$ cat src/rtl/atr_pkg.sv
package atr_pkg;
  // Strobes from control to datapath
  typedef struct packed {
    logic load;    // reload counter for direction dirTx
    logic dirTx;   // 1: transmit-going delay, 0: receive-going delay
    logic dec;     // count down one step
  } atrStrobe_t;
endpackage

$ cat src/rtl/atr_dp.sv
module atr_dp
  import atr_pkg::*;
#(
  parameter int DLY_W   = 12,
  parameter int ADDR_W  = 7,
  parameter int DATA_W  = 32,
  parameter int TX_ADDR = 2,
  parameter int RX_ADDR = 3
) (
  input  logic              clk,
  input  logic              rst,
  input  logic              wrEn,
  input  logic [ADDR_W-1:0] wrAddr,
  input  logic [DATA_W-1:0] wrData,
  input  atrStrobe_t        str,
  output logic              selZero,
  output logic              cntOne
);
  localparam logic [ADDR_W-1:0] TXA = ADDR_W'(TX_ADDR);
  localparam logic [ADDR_W-1:0] RXA = ADDR_W'(RX_ADDR);
  localparam logic [DLY_W-1:0]  ONE = DLY_W'(1);

  logic [DLY_W-1:0] txDly, rxDly, cnt, selDly;
  logic             unusedHiBits;

  assign unusedHiBits = ^wrData[DATA_W-1:DLY_W];
  assign selDly  = str.dirTx ? txDly : rxDly;
  assign selZero = (selDly == '0);
  assign cntOne  = (cnt == ONE);

  always_ff @(posedge clk) begin
    if (rst) begin
      txDly <= '0;
      rxDly <= '0;
    end else if (wrEn) begin
      if (wrAddr == TXA) txDly <= wrData[DLY_W-1:0];
      if (wrAddr == RXA) rxDly <= wrData[DLY_W-1:0];
    end
  end

  always_ff @(posedge clk) begin
    if (rst)                       cnt <= '0;
    else if (str.load)             cnt <= selDly;
    else if (str.dec && cnt != '0) cnt <= cnt - ONE;
  end


  tx_dly_hold_chk: assert property (@(posedge clk) disable iff (rst)
    !(wrEn && wrAddr == TXA) |=> $stable(txDly));

  rx_dly_hold_chk: assert property (@(posedge clk) disable iff (rst)
    !(wrEn && wrAddr == RXA) |=> $stable(rxDly));

  cnt_no_rise_chk: assert property (@(posedge clk) disable iff (rst)
    !str.load |=> cnt <= $past(cnt));
endmodule

$ cat src/rtl/atr_ctrl.sv
module atr_ctrl
  import atr_pkg::*;
(
  input  logic       clk,
  input  logic       rst,
  input  logic       txActive,
  input  logic       selZero,
  input  logic       cntOne,
  output atrStrobe_t str,
  output logic       atrTx
);
  logic txPrev, pending, target, atrState;
  logic edgeSeen, zeroNow, expireNow;

  assign edgeSeen  = txActive ^ txPrev;
  assign zeroNow   = edgeSeen && selZero;
  assign expireNow = !edgeSeen && pending && cntOne;

  assign str.load  = edgeSeen;
  assign str.dirTx = txActive;
  assign str.dec   = pending && !edgeSeen;

  assign atrTx = zeroNow ? txActive : (expireNow ? target : atrState);

  always_ff @(posedge clk) begin
    if (rst) begin
      txPrev   <= 1'b0;
      pending  <= 1'b0;
      target   <= 1'b0;
      atrState <= 1'b0;
    end else begin
      txPrev <= txActive;
      if (edgeSeen) begin
        target <= txActive;
        if (selZero) begin
          atrState <= txActive;
          pending  <= 1'b0;
        end else begin
          pending  <= 1'b1;
        end
      end else if (expireNow) begin
        atrState <= target;
        pending  <= 1'b0;
      end
    end
  end


  reset_rx_chk: assert property (@(posedge clk) $past(rst) |-> !atrState && !pending);

  state_hold_chk: assert property (@(posedge clk) disable iff (rst)
    (!edgeSeen && !pending) |=> atrState == $past(atrState));

  arm_chk: assert property (@(posedge clk) disable iff (rst)
    (edgeSeen && !selZero) |=> pending && (target == $past(txActive)));

  edge_cancel_chk: assert property (@(posedge clk) disable iff (rst)
    (edgeSeen && !selZero) |=> atrState == $past(atrState));
endmodule

$ cat src/rtl/atr_switch_delay.sv
module atr_switch_delay
  import atr_pkg::*;
#(
  parameter int DLY_W   = 12,
  parameter int ADDR_W  = 7,
  parameter int DATA_W  = 32,
  parameter int TX_ADDR = 2,
  parameter int RX_ADDR = 3
) (
  input  logic              clk,
  input  logic              rst,
  input  logic              txActive,
  input  logic              wrEn,
  input  logic [ADDR_W-1:0] wrAddr,
  input  logic [DATA_W-1:0] wrData,
  output logic              atrTx
);
  atrStrobe_t str;
  logic       selZero, cntOne;

  atr_ctrl uCtrl (
    .clk(clk), .rst(rst), .txActive(txActive),
    .selZero(selZero), .cntOne(cntOne), .str(str), .atrTx(atrTx)
  );

  atr_dp #(
    .DLY_W(DLY_W), .ADDR_W(ADDR_W), .DATA_W(DATA_W),
    .TX_ADDR(TX_ADDR), .RX_ADDR(RX_ADDR)
  ) uDp (
    .clk(clk), .rst(rst), .wrEn(wrEn), .wrAddr(wrAddr), .wrData(wrData),
    .str(str), .selZero(selZero), .cntOne(cntOne)
  );
endmodule

$ cat config.mk
export PLATFORM = sky130hd
export DESIGN_NAME = atr_switch_delay
export DESIGN_NICKNAME = d
export VERILOG_FILES = /design/src/rtl/atr_pkg.sv /design/src/rtl/atr_dp.sv /design/src/rtl/atr_ctrl.sv /design/src/rtl/atr_switch_delay.sv
export SDC_FILE = /design/constraint.sdc
export NUM_CORES = 1
export LEC_CHECK = 0
export BUFFER_PORTS_ARGS = -buffer_cell sky130_fd_sc_hd__buf_2
export CAP_MARGIN = 20
export CORE_MARGIN = 1
export CORE_UTILIZATION = 25
export DETAILED_ROUTE_END_ITERATION = 8
export GPL_TIMING_DRIVEN = 0
export SKIP_CTS_REPAIR_TIMING = 1
export SLEW_MARGIN = 20
export SYNTH_ARGS = -nofsm -noshare
export SYNTH_HDL_FRONTEND = slang
export SYNTH_SLANG_ARGS = --single-unit
$ cat constraint.sdc
create_clock -name clk -period 2.7 [get_ports clk]
set_input_delay 0 -clock clk [delete_from_list [all_inputs] [get_ports clk]]
set_output_delay 0 -clock clk [all_outputs]
set_load 0.02 [all_outputs]
==> metrics.txt <==
Net Sw Power 0.318 mW; clock-pin slew on the worst setup and hold paths 70 ps; failing checks hold timing; endpoints failing setup 0; core area 7730 um2; RSZ-0062 raised after global routing no; crit-path max cell delay 510 ps; DP Worst Slack 750 ps; Root Driver clkbuf_8; CP Cell Sequence clkbuf_1 -> xnor2_1 -> nand4_1 -> mux2_2 -> mux2i_1 -> nand2_1 -> buf_2; Pre-Repair DR Iteration Count 4; WP data arrival roughly 2300 ps; top cell type's share of synthesized area 40.2%; Num CTS Buffers 5; vias in the first global route 1629; Sw Ratio 26.9%; VDD IR-drop max ~0.35 mV; post-synth cell types 42; antenna viol nets, final 0; CP required around 2700 ps; area added between synthesis and finish 21.5%; Die Span Y 91.3 um; Fillers 814; Worst Path Buf+Inv 2; Post-Route WL 4700 um; most instantiated cells after synthesis dfxtp_1, nor2_1, mux2i_1; Ys Warns 0; CTS Sinks 40; Vias roughly 1700; Starting Density between 20% and 30%; Clock Path Buffers 2; fin cells around 360; Tmin final 2250 ps; Comb pwr share 15.7%; EDFF count, synth 0; outcome finished, violations left; final worst slack 452 ps; FF+latch count, synth 40; wire per inst 13.1 um; share of total power in the clock network 31.6%; Synth area leader dfxtp_1; Crit path max-delay family multiplexers; leakage power 0.953 nW; fmax approximately 440 MHz; Synth Cell Area roughly 2000 um2; Slowest-stage cell, CP xnor2_1; Post-DP HPWL between 3000 and 4000 um; Post-Syn Instances around 220; Total Neg Setup Slack 0 ps; GP Congestion between 0.7 and 0.8; H-tree Lvls 2; CTS tree built; CP Max Fanout 8; die width 91.3 um; final core occ 31.3%; startpoint types flip-flop; global-route wire length before repair 7980 um; largest net degree at the start of global routing 13; buffers added on ports 22; most common cell in the netlist dfxtp_1; Die ar. roughly 8300 um2; ys flop type dfxtp_1; Max-slew headroom between 60% and 70%; GRT Total Usage 11.9%; Hold WS -31.4 ps; sequential share of the synthesized area between 40% and 50%; main area contributors after synthesis dfxtp_1, mux2i_1, nor2_1; DR vias/cell 4.77; Mapped Nets 263; Cell Rows 32; DRC 0; DR iter-0 viols 105; worst clock skew 4.42 ps; Slew Viols, Final 0; worst hold path class in2reg; crit path capture type output port; Placed Cells incl. Taps 341; Max-Cap Viols 0; final hold violations 2; layout cells sized above 1 15.2%; initial antenna violation count 0; clock latency on the worst-skew pair 290 ps; Period Utilization, post-route 83.3%; Internal Dissipation 0.863 mW; Power Density 488 nW/um2; Worst-Margin Slew 569 ps; GRT overflow 0; IO Pins 44; Final nets 303; Ant. Diodes 0; Worst Setup Path Type reg2out; Flop pwr share roughly 53%; FFs w/ async S/R, synth 0%; Post-Syn Area per Cell about 9.2 um2
[final cells by class]
| type | instances | area, um2 | area share (%) |
|---|---|---|---|
| buffer | 9 | 36.3 | 1.50 |
| clock buffer | 5 | 68.8 | 2.84 |
| clock inverter | 2 | 12.5 | 0.517 |
| inverter | 6 | 22.5 | 0.930 |
| multi-input combinational | 162 | 1130 | 46.8 |
| sequential | 40 | 801 | 33.1 |
| tap | 102 | 128 | 5.27 |
| timing repair buffer | 33 | 220 | 9.09 |
[sequential cells by signal (all words and copies together) (netlist names)]
signal,cells
uDp.rxDly,12
uCtrl.target,1
uDp.cnt,12
uCtrl.pending,1
uDp.txDly,12
uCtrl.txPrev,1
uCtrl.atrState,1
[cells in the final DEF, fill, tap and decap left out, types with 3 or more instances in the layout]
cell            n
dlygate4sd3_1  11
nor2_1         37
nand2_1         8
mux2i_1        26
clkbuf_8        5
or4_1           4
o22ai_1         7
inv_1           6
nand4_1         5
a21oi_1         7
nand2b_1        3
a211oi_1        4
nor3_1          4
ha_1            3
xnor2_1         5
nand3_1         5
a22oi_1         6
nor4_1          4
clkbuf_1        7
buf_2          24
dfxtp_1        40
o21ai_0         6
or3_1           3
[path summary, 6_finish.rpt]
kind                                                 from                           to  slack [ps]  cells after the start
worst max-delay path              uCtrl.txPrev$_SDFF_PP0_                        atrTx         450                      7
worst min-delay path                           wrData[10]   uDp.txDly[10]$_SDFFE_PP0P_         -30                      3
worst min register to register  uCtrl.target$_SDFFE_PP0P_    uCtrl.target$_SDFFE_PP0P_         470                      2
worst max register to register    uCtrl.txPrev$_SDFF_PP0_  uCtrl.atrState$_SDFFE_PP0N_         760                      6
[per-stage QoR]
step	area (um2)	power, mW
5_1_grt	2420	1.24
3_5_place_dp	2230	0.809
3_3_place_gp	2230	0.808
4_1_cts	2310	1.18
2_1_floorplan	1990	0.755
6_report	2420	1.18
[worst min-delay path, stage by stage]
cell and delay [ps]:
buf_2 90, mux2i_1 60, nor2_1 70
[power groups by stage]
stage | clock [mW] | combinational, mW | sequential [mW]
final | 0.373 | 0.186 | 0.622
after floorplan | 0 | 0.123 | 0.632
after CTS | 0.383 | 0.175 | 0.622
after detailed placement | 0 | 0.173 | 0.636
after global routing | 0.406 | 0.206 | 0.625
after global placement | 0 | 0.172 | 0.636
[routing by layer]
metal / global-route usage [%] / vias up / wire, um
li1: - / 877 / -
met1: 14.5 / 804 / 2200
met5: 0 / - / 0
met4: 4.50 / 0 / 86
met3: 1.76 / 7 / 104
met2: 20.9 / 26 / 2310
[cell families (layout without fill, tap and decap cells)]
family | Yosys count | after routing | synth area share (%)
flip-flops | 40 | 40 | 40.2
AO/OA/AOI/OAI | 41 | 41 | 14.4
AND/OR/NAND/NOR | 84 | 84 | 23.7
adder cells (fa/ha/maj) | 3 | 3 | 1.88
buffers and inverters | 15 | 55 | 2.95
XOR/XNOR | 6 | 6 | 2.64
multiplexers | 28 | 28 | 14.2
Note: power is estimated with default switching activity, not from simulation.
